[src/rtl/rtg_pkg.sv]
package rtg_pkg;
  // timing register slots
  localparam int unsigned IX_HFP  = 0;
  localparam int unsigned IX_HSE  = 1;
  localparam int unsigned IX_HBW  = 2;
  localparam int unsigned IX_HTOT = 3;
  localparam int unsigned IX_VFP  = 4;
  localparam int unsigned IX_VSE  = 5;
  localparam int unsigned IX_VBW  = 6;
  localparam int unsigned IX_VTOT = 7;
  localparam int unsigned IX_HCS  = 8;
  localparam int unsigned IX_HCE  = 9;
  localparam int unsigned IX_VCS  = 10;
  localparam int unsigned IX_VCE  = 11;
  localparam int unsigned IX_VIA  = 12;
  localparam int unsigned IX_VID  = 13;
  localparam int unsigned NTIME   = 14;
  localparam int unsigned IX_CTRL = 14;

  // control word layout
  localparam int unsigned CB_RUN   = 4;
  localparam int unsigned CB_SPLIT = 5;
  localparam int unsigned CTRL_W   = 6;

  // output bit order
  localparam int unsigned OB_HBL = 0;
  localparam int unsigned OB_HSY = 1;
  localparam int unsigned OB_VBL = 2;
  localparam int unsigned OB_VSY = 3;
  localparam int unsigned OB_CUR = 4;
  localparam int unsigned OB_HG  = 5;
  localparam int unsigned OB_VG  = 6;
  localparam int unsigned OB_VI  = 7;
  localparam int unsigned NOUT   = 8;

  // half-open window: true when lo < c <= hi (one-based edge rule)
  function automatic logic in_window(input logic [15:0] c, input logic [15:0] lo,
                                     input logic [15:0] hi);
    return (c > lo) && (c <= hi);
  endfunction

  // drive level for a logical pulse under a polarity bit (1 = active high)
  function automatic logic pin_level(input logic active, input logic pol);
    return active ~^ pol;
  endfunction
endpackage

[src/rtl/rtg_regbank.sv]
module rtg_regbank
  import rtg_pkg::*;
#(
  parameter int unsigned DW = 12,
  parameter int unsigned AW = 4
) (
  input  logic                        clk,
  input  logic                        rst_n,
  input  logic                        we,
  input  logic [AW-1:0]               addr,
  input  logic [DW-1:0]               wdata,
  input  logic                        load,
  output logic [NTIME-1:0][DW-1:0]    act_o,
  output logic [CTRL_W-1:0]           ctrl_o
);
  logic [NTIME-1:0][DW-1:0] shadow_q;

  function automatic logic [DW-1:0] even_down(input logic [DW-1:0] v);
    return {v[DW-1:1], 1'b0};
  endfunction

  for (genvar gi = 0; gi < NTIME; gi++) begin : g_slot
    logic hit;
    assign hit = we && (addr == AW'(gi));
    always_ff @(posedge clk) begin
      if (!rst_n) begin
        shadow_q[gi] <= '0;
      end else if (hit) begin
        if (gi == IX_HTOT) shadow_q[gi] <= even_down(wdata);
        else               shadow_q[gi] <= wdata;
      end
    end
    always_ff @(posedge clk) begin
      if (!rst_n)    act_o[gi] <= '0;
      else if (load) act_o[gi] <= shadow_q[gi];
    end
  end

  always_ff @(posedge clk) begin
    if (!rst_n)                                ctrl_o <= '0;
    else if (we && addr == AW'(IX_CTRL))       ctrl_o <= wdata[CTRL_W-1:0];
  end
endmodule

[src/rtl/rtg_counter.sv]
module rtg_counter #(
  parameter int unsigned DW = 12
) (
  input  logic          clk,
  input  logic          rst_n,
  input  logic          step,
  input  logic [DW-1:0] limit,
  output logic [DW-1:0] cnt_o,
  output logic          last_o
);
  localparam logic [DW-1:0] ONE = DW'(1);

  assign last_o = (cnt_o >= limit);

  always_ff @(posedge clk) begin
    if (!rst_n)    cnt_o <= ONE;
    else if (step) cnt_o <= last_o ? ONE : cnt_o + ONE;
  end
endmodule

[src/rtl/rtg_decode.sv]
module rtg_decode
  import rtg_pkg::*;
#(
  parameter int unsigned DW = 12
) (
  input  logic [DW-1:0]            hcnt,
  input  logic [DW-1:0]            vcnt,
  input  logic [NTIME-1:0][DW-1:0] act,
  input  logic                     split,
  output logic [NOUT-1:0]          act_bits_o
);
  logic hwin, vwin;

  function automatic logic win(input logic [DW-1:0] c, input logic [DW-1:0] lo,
                               input logic [DW-1:0] hi);
    return in_window(16'(c), 16'(lo), 16'(hi));
  endfunction

  assign hwin = win(hcnt, act[IX_HCS], act[IX_HCE]);
  assign vwin = win(vcnt, act[IX_VCS], act[IX_VCE]);

  always_comb begin
    act_bits_o         = '0;
    act_bits_o[OB_HBL] = win(hcnt, '0, act[IX_HBW]);
    act_bits_o[OB_HSY] = win(hcnt, act[IX_HFP], act[IX_HSE]);
    act_bits_o[OB_VBL] = win(vcnt, '0, act[IX_VBW]);
    act_bits_o[OB_VSY] = win(vcnt, act[IX_VFP], act[IX_VSE]);
    act_bits_o[OB_CUR] = !split && hwin && vwin;
    act_bits_o[OB_HG]  = split && hwin;
    act_bits_o[OB_VG]  = split && vwin;
    act_bits_o[OB_VI]  = win(vcnt, act[IX_VIA], act[IX_VID]);
  end
endmodule

[src/rtl/raster_timing_gen.sv]
module raster_timing_gen
  import rtg_pkg::*;
#(
  parameter int unsigned DW = 12,
  parameter int unsigned AW = 4
) (
  input  logic          clk,
  input  logic          rst_n,
  input  logic          wr_en,
  input  logic [AW-1:0] wr_addr,
  input  logic [DW-1:0] wr_data,
  output logic          hblank_o,
  output logic          hsync_o,
  output logic          vblank_o,
  output logic          vsync_o,
  output logic          cursor_o,
  output logic          hgate_o,
  output logic          vgate_o,
  output logic          vint_o
);
  logic [NTIME-1:0][DW-1:0] act;
  logic [CTRL_W-1:0]        ctrl;
  logic [DW-1:0]            hcnt, vcnt;
  logic                     run, split;
  logic                     line_end, frame_last, frame_end, load_evt;
  logic [NOUT-1:0]          nxt_bits, out_q;

  // named events for the checker
  assign run       = ctrl[CB_RUN];
  assign split     = ctrl[CB_SPLIT];
  assign frame_end = run && line_end && frame_last;
  assign load_evt  = !run || frame_end;

  rtg_regbank #(.DW(DW), .AW(AW)) u_regs (
    .clk(clk), .rst_n(rst_n), .we(wr_en), .addr(wr_addr), .wdata(wr_data),
    .load(load_evt), .act_o(act), .ctrl_o(ctrl)
  );

  rtg_counter #(.DW(DW)) u_hcnt (
    .clk(clk), .rst_n(rst_n), .step(run), .limit(act[IX_HTOT]),
    .cnt_o(hcnt), .last_o(line_end)
  );

  rtg_counter #(.DW(DW)) u_vcnt (
    .clk(clk), .rst_n(rst_n), .step(run && line_end), .limit(act[IX_VTOT]),
    .cnt_o(vcnt), .last_o(frame_last)
  );

  rtg_decode #(.DW(DW)) u_dec (
    .hcnt(hcnt), .vcnt(vcnt), .act(act), .split(split), .act_bits_o(nxt_bits)
  );

  always_ff @(posedge clk) begin
    if (!rst_n) out_q <= '0;
    else        out_q <= nxt_bits;
  end

  assign hblank_o = pin_level(out_q[OB_HBL], ctrl[OB_HBL]);
  assign hsync_o  = pin_level(out_q[OB_HSY], ctrl[OB_HSY]);
  assign vblank_o = pin_level(out_q[OB_VBL], ctrl[OB_VBL]);
  assign vsync_o  = pin_level(out_q[OB_VSY], ctrl[OB_VSY]);
  assign cursor_o = out_q[OB_CUR];
  assign hgate_o  = out_q[OB_HG];
  assign vgate_o  = out_q[OB_VG];
  assign vint_o   = out_q[OB_VI];
endmodule

[config.mk]
export PLATFORM = sky130hd
export DESIGN_NAME = raster_timing_gen
export DESIGN_NICKNAME = d
export VERILOG_FILES = /design/src/rtl/rtg_pkg.sv /design/src/rtl/rtg_regbank.sv /design/src/rtl/rtg_counter.sv /design/src/rtl/rtg_decode.sv /design/src/rtl/raster_timing_gen.sv
export SDC_FILE = /design/constraint.sdc
export NUM_CORES = 1
export LEC_CHECK = 0
export BUFFER_PORTS_ARGS = -buffer_cell sky130_fd_sc_hd__buf_2
export CAP_MARGIN = 20
export CORE_MARGIN = 8
export CORE_UTILIZATION = 25
export DETAILED_ROUTE_END_ITERATION = 16
export HOLD_SLACK_MARGIN = 0.05
export PLACE_DENSITY = 0.37
export SLEW_MARGIN = 20
export SYNTH_ARGS = -nofsm -noshare
export SYNTH_HDL_FRONTEND = slang
export SYNTH_HIERARCHICAL = 1
export SYNTH_SLANG_ARGS = --single-unit
[constraint.sdc]
create_clock -name clk -period 2.75 [get_ports clk]
set_clock_uncertainty 0.2 [all_clocks]
set_input_delay 0.6875 -clock clk [delete_from_list [all_inputs] [get_ports clk]]
set_output_delay 0.6875 -clock clk [all_outputs]
set_load 0.02 [all_outputs]
==> metrics.cfg, run 1 <==
[run_status]
status = complete, no violations

[die]
core_um2 = 72590
placementRows = 99
die-area_um2 = 81800
start_util = 0.2511
die_h_um = 286.0
fp.dieW_um = 286.0
ios = 27

[cts]
numCtsBuffers = 43
cts_max_level = 2
cts-root-buf = clkbuf_16
clk_pin_slew_ns = 0.06
insertion_delay_ns = 0.56
clockBufferDepth = 3
cts_tree = built
clock-sinks = 372

[synthesis]
synth_cells = 1893
ys_ff_latch = 372
yosys-top-cells-count = dfxtp_1 (372), mux2i_1 (340), nand2_1 (229)
syn_nets = 2082
synth.distinct_cells = 58
yosysTopAreaCell = dfxtp_1
synth_edf_count = 0
yosys_warnings = 6
async_flop_share = 0
postSynthAreaPerCell_um2 = 9.628
synthFlopType = dfxtp_1
netlist_area_um2 = 18230
synth_area_leaders = dfxtp_1 (41%), mux2i_1 (19%), ha_1 (12%), nor2b_1 (6.2%), nand2_1 (4.7%)
ys_seq_area_frac = 0.4086
post-synth-top-count-cell = dfxtp_1
yosys.area.top_type_share = 0.4086

[final_layout]
area_growth_pct = 17.77
antennaDiodeCount = 0
finalNetCount = 2151
layout-drive-gt1-share = 0.1063
final_cells = 2953

[route]
first_pass_iters = 5
drc = 0
drt_iter0_drc = 465
num_vias = 12760
detail-route-antenna-nets = 0
drt-vias-per-instance = 4.320
wl_per_cell_um = 17.51
routed_wl_um = 51710

[place]
post-place-ws_ns = 0.1393
portBuffers = 26
placedCellCount = 2873
place_hpwl_um = 32390
gp_congestion = 0.7457

[setup_path]
crit_type = register to register
start_kind = register
arrival_ns = 2.82
setup.worst_path.end_class = register
required_ns = 3.00
critPathMaxFanout = 17

[worst_hold_path]
min_path_type = register to register

[global_routing]
grt_util_all_layers = 0.1250
grt_pass1_vias = 12780
antenna_found_initial = 1
grt_max_degree = 94
grt-ovfl-total = 0
grt_pass1_wl_um = 78910

[power]
power_density_nw_per_um2 = 552.8
leakage_nw = 9.801
ir_worst_vdd_mv = 0.3506

[timing]
setup_viol = 0
final.min_clock_period_ns = 2.568
final.setup.tns_ns = 0
max_clock_freq_mhz = 389.5
relSlewSlack = 0.6549
slew_viol_final = 0
finalHoldViolations = 0
setup_slack_ns = 0.1824
worst_pin_slew_ns = 0.5171
fin_crit_sh = 0.9337

[run]
drv_cap = 0

[critical path: stages (launching register included)]
cell and delay (ns):
dfxtp_1 0.32, inv_1 0.05, ha_1 0.31, nand4_1 0.12, nor3_1 0.26, a21oi_2 0.10
nand2_1 0.11, buf_4 0.13, a21bo_4 0.15, buf_12 0.19, buf_4 0.21, mux2i_1 0.22
nor2b_1 0.07
[kinds of logic after synthesis]
group           Yosys count  share of synthesized area
other cells               1                  0.0002057
compound gates          151                    0.05526
buf+inv                 261                    0.05766
flops                   372                     0.4086
xor+xnor                 22                    0.01057
simple gates            576                     0.1643
mux                     340                     0.1867
fa+ha+maj               170                     0.1167
[layer usage]
layer | wire [µm] | vias up | GRT usage
li1 | - | 6511 | -
met1 | 26610 | 6033 | 0.1764
met2 | 22590 | 150 | 0.1986
met3 | 1425 | 62 | 0.01698
met4 | 1090 | 0 | 0.03312
met5 | 0 | - | 0
[layout by cell type, fill, tap and decap left out, types with 4 or more instances in the layout]
cell type / netlist / layout
nand2_1: 229 / 229
o21ai_1: 8 / 8
dfxtp_1: 372 / 372
a21oi_1: 52 / 52
clkinv_2: 0 / 8
o211ai_1: 9 / 9
nor3_1: 11 / 10
inv_1: 168 / 168
nand3b_1: 5 / 5
xnor2_1: 14 / 14
nand3_1: 12 / 12
nor4_1: 7 / 7
clkbuf_8: 0 / 13
nor2b_1: 180 / 180
and4_1: 4 / 4
clkbuf_1: 47 / 8
o21ai_0: 18 / 18
clkbuf_16: 0 / 45
nand4_1: 40 / 40
ha_1: 170 / 170
or3_1: 4 / 4
nor4_2: 5 / 5
nand2b_1: 7 / 7
and2_1: 9 / 8
o21a_1: 5 / 5
a21o_1: 32 / 32
mux2i_1: 340 / 340
nor2_1: 44 / 44
buf_12: 0 / 14
buf_2: 33 / 25
buf_4: 4 / 76
xor2_1: 8 / 8
[metrics by stage]
| step | hold slack, ns | power (mW) | util | cell area [µm²] |
|---|---|---|---|---|
| 3_3_place_gp | 0.2415 | 6.114 | 0.2753 | 19980 |
| 5_1_grt | 0.2666 | 12.38 | 0.2957 | 21460 |
| 3_5_place_dp | 0.2484 | 6.119 | 0.2753 | 19980 |
| 6_report | 0.2561 | 11.86 | 0.2957 | 21460 |
| 4_1_cts | 0.2579 | 12.12 | 0.2952 | 21430 |
| 2_1_floorplan | 0.2344 | 5.889 | - | 18230 |
[registers in the layout, summed over array words and instances, names as in the netlist]
| signal | flops |
|---|---|
| out_q | 8 |
| u_hcnt/cnt_o | 12 |
| u_regs/act_o | 167 |
| u_regs/ctrl_o | 6 |
| u_regs/shadow_q | 167 |
| u_vcnt/cnt_o | 12 |
[final cells by class]
type	count	area [µm²]
fill	7603	51120
multi-input combinational	1260	9748
sequential	372	7447
clock buffer	66	1335
tap	959	1200
timing repair buffer	116	991.0
inverter	169	634.4
clock inverter	11	108.9
[power breakdown]
part	internal (mW)	leakage (nW)	switching, mW
logic	0.184	6.08	0.332
clock network	3.52	0.722	2.36
registers	5.44	3.00	0.0271
total	9.15	9.80	2.72
[worst paths after layout]
| kind | from | end | slack [ns] | cells past startpoint |
|---|---|---|---|---|
| worst max-delay path | u_regs/act_o[47] | u_regs/act_o[82] | 0.18 | 12 |
| worst min register to register | u_regs/shadow_q[129] | u_regs/shadow_q[129] | 0.26 | 2 |
| worst min-delay path | u_regs/shadow_q[129] | u_regs/shadow_q[129] | 0.26 | 2 |
| worst max register to register | u_regs/act_o[47] | u_regs/act_o[82] | 0.18 | 12 |
[repair_timing]
| action | CTS | global route |
|---|---|---|
| buffers inserted | 0 | 3 |
| hold buffers | 0 | 0 |
| endpoints found under the setup margin | 0 | 19 |
| resized for setup | 0 | 3 |
Power figures use the tool's default switching activity.
==> run 2: changes to the inputs <==
--- a/config.mk
+++ b/config.mk
@@ -5,13 +5,15 @@
 export SDC_FILE = /design/constraint.sdc
 export NUM_CORES = 1
 export LEC_CHECK = 0
+export ABC_AREA = 1
 export BUFFER_PORTS_ARGS = -buffer_cell sky130_fd_sc_hd__buf_2
-export CAP_MARGIN = 20
+export CELL_PAD_IN_SITES_DETAIL_PLACEMENT = 1
+export CELL_PAD_IN_SITES_GLOBAL_PLACEMENT = 1
 export CORE_MARGIN = 8
 export CORE_UTILIZATION = 25
 export DETAILED_ROUTE_END_ITERATION = 16
 export HOLD_SLACK_MARGIN = 0.05
-export PLACE_DENSITY = 0.37
+export PLACE_DENSITY = 0.47
 export SLEW_MARGIN = 20
 export SYNTH_ARGS = -nofsm -noshare
 export SYNTH_HDL_FRONTEND = slang
==> run 2 against run 1 <==
- die area up 2.8%
- worst hold slack worse by 0.066 ns
- largest power group unchanged
- combinational power up 130%
- largest cell class unchanged
- sequential cell count unchanged
- maximum frequency about the same
- sequential power up 2%
==> metrics.cfg, run 2 <==
[cts]
insertion_delay_ns = 0.59
cts-root-buf = clkbuf_16
clock-sinks = 372
cts_max_level = 2
clockBufferDepth = 3
numCtsBuffers = 48
clk_pin_slew_ns = 0.06
cts_tree = built

[global_routing]
grt_util_all_layers = 0.1588
grt_max_degree = 84
antenna_found_initial = 6
grt_pass1_wl_um = 105300
grt-ovfl-total = 0
grt_pass1_vias = 18050

[timing]
hold_ws_ns = 0.1901
slew_viol_final = 0
worst_pin_slew_ns = 0.5403
final.min_clock_period_ns = 2.569
setup_viol = 0
relSlewSlack = 0.6360
final.setup.tns_ns = 0
max_clock_freq_mhz = 389.3
finalHoldViolations = 0
fin_crit_sh = 0.9341
rsz0062_at_grt = no

[final_layout]
fillCellCount = 9113
multi_input_area_um2 = 9552
top_regs = u_regs/act_o: 167 flops, u_regs/shadow_q: 167 flops
final_common_cell = nor2_1
final_cell_mix = nor2_1 (671), nand2_1 (422), dfxtp_1 (371), inv_1 (309), o21ai_0 (197)
register_area_um2 = 7448
area_growth_pct = 17.70
finalNetCount = 2917
layout-drive-gt1-share = 0.08249

[die]
core_um2 = 74450
die_h_um = 290.0
ios = 27
start_util = 0.2521
die-area_um2 = 84110
fp.dieW_um = 290.0
placementRows = 100

[setup_path]
start_kind = register
critPathMaxFanout = 20
timing.rr.start = u_regs/act_o[47]
required_ns = 3.03
crit_type = register to register
arrival_ns = 2.85
setup.worst_path.end_class = register
startpoint = u_regs/act_o[47]

[synthesis]
async_flop_share = 0
synth_cells = 2708
ys_seq_area_frac = 0.3967
synth_area_leaders = dfxtp_1 (40%), nor2_1 (14%), ha_1 (11%), nand2_1 (8.5%), inv_1 (6.2%)
post-synth-top-count-cell = nor2_1
syn_nets = 2897
postSynthAreaPerCell_um2 = 6.932
netlist_area_um2 = 18770
synth.distinct_cells = 31
yosys_warnings = 6
yosysTopAreaCell = dfxtp_1
synthFlopType = dfxtp_1
yosys-top-cells-count = nor2_1 (679), nand2_1 (425), dfxtp_1 (372)
synth_edf_count = 0
ys_ff_latch = 372
yosys.area.top_type_share = 0.3967

[power]
leakage_nw = 9.459
power_density_nw_per_um2 = 583.4
ir_worst_vdd_mv = 0.4503

[route]
detail-route-antenna-nets = 0
drc = 0
first_pass_iters = 5
num_vias = 17310
routed_wl_um = 69190
drt_iter0_drc = 804
drt-vias-per-instance = 4.632
wl_per_cell_um = 18.52

[worst_hold_path]
min_path_type = input port to register
min-delay-start = rst_n

[run]
drv_cap = 0

[place]
place_hpwl_um = 42030
portBuffers = 26
gp_congestion = 0.7405

[run_status]
status = complete, no violations

-- run 2: cell types whose count changed after synthesis, moves of 14 or more --
cell      delta
a21oi_1     +84
inv_1      +142
nand4_1     +34
o21ai_0    +179
a21o_1      -30
mux2i_1    -340
nor2_1     +635
clkbuf_1    +19
xnor2_1     -14
nand3_1    +121
nand2_1    +196
nor2b_1    -180
buf_2       +14
buf_1       +23
-- run 2: layer usage --
layer	global-route usage	up-vias	wire [µm]
li1	-	8632	-
met5	0	-	17
met4	0.04078	2	1648
met1	0.2077	8376	33020
met3	0.02527	86	2615
met2	0.2703	211	31890
-- run 2: logic make-up (layout without fill, tap and decap cells) --
family / Yosys count / after routing / share of synthesized area
other: 1 / 4 / 0.0001998
and+or+nand+nor: 1351 / 1351 / 0.2956
buffers and inverters: 463 / 519 / 0.09792
AOI/OAI and AO/OA: 351 / 351 / 0.09619
DFF: 372 / 372 / 0.3967
adders and majority gates: 170 / 170 / 0.1133
-- run 2: stage by stage --
step	utilization	area (µm²)	setup WS [ns]	cells	total power [mW]
after floorplan	-	18770	0.4010	2708	6.401
after global routing	0.2967	22080	0.006066	3733	13.53
after global placement	0.2741	20400	0.1470	3642	6.835
final	0.2968	22090	0.1813	3736	12.89
after CTS	0.2943	21910	0.07946	3728	13.17
after detailed placement	0.2741	20400	0.1109	3642	6.858
-- run 2: final cells by class --
class	instances	area share
timing repair buffer	121	0.05352
tap	969	0.05488
clock inverter	12	0.004361
inverter	312	0.05358
clock buffer	74	0.06383
sequential	372	0.3371
antenna	3	0.0003398
multi-input combinational	1873	0.4324
-- run 2: critical path, cell delays in order, from the launching register on --
cell and delay [ns]:
dfxtp_1 0.34, inv_1 0.05, ha_1 0.30, nand2_1 0.10
nor2_1 0.06, nand2_1 0.06, nand3_1 0.07, nor2_1 0.14
nand2_1 0.09, buf_4 0.14, nand2_2 0.10, nand2_8 0.14
buf_4 0.21, clkbuf_16 0.19, o21ai_0 0.20, nor2_1 0.05
-- run 2: path summary, 6_finish.rpt --
| path | to | slack (ns) | cells after the start |
|---|---|---|---|
| max | u_regs/act_o[74] | 0.18 | 15 |
| min | u_regs/shadow_q[19] | 0.19 | 3 |
| max reg2reg | u_regs/act_o[74] | 0.18 | 15 |
| min reg2reg | u_regs/act_o[1] | 0.25 | 2 |
-- run 2: timing repair --
action | 4_1_cts | 5_1_grt
hold buffers | 0 | 0
resized for setup | 0 | 17
setup buffers | 0 | 1
endpoints found under the setup margin | 0 | 156
-- run 2: power breakdown --
group          switching [mW]  internal, mW
combinational           0.798         0.371
sequential             0.0582          5.51
clock                    2.54          3.61
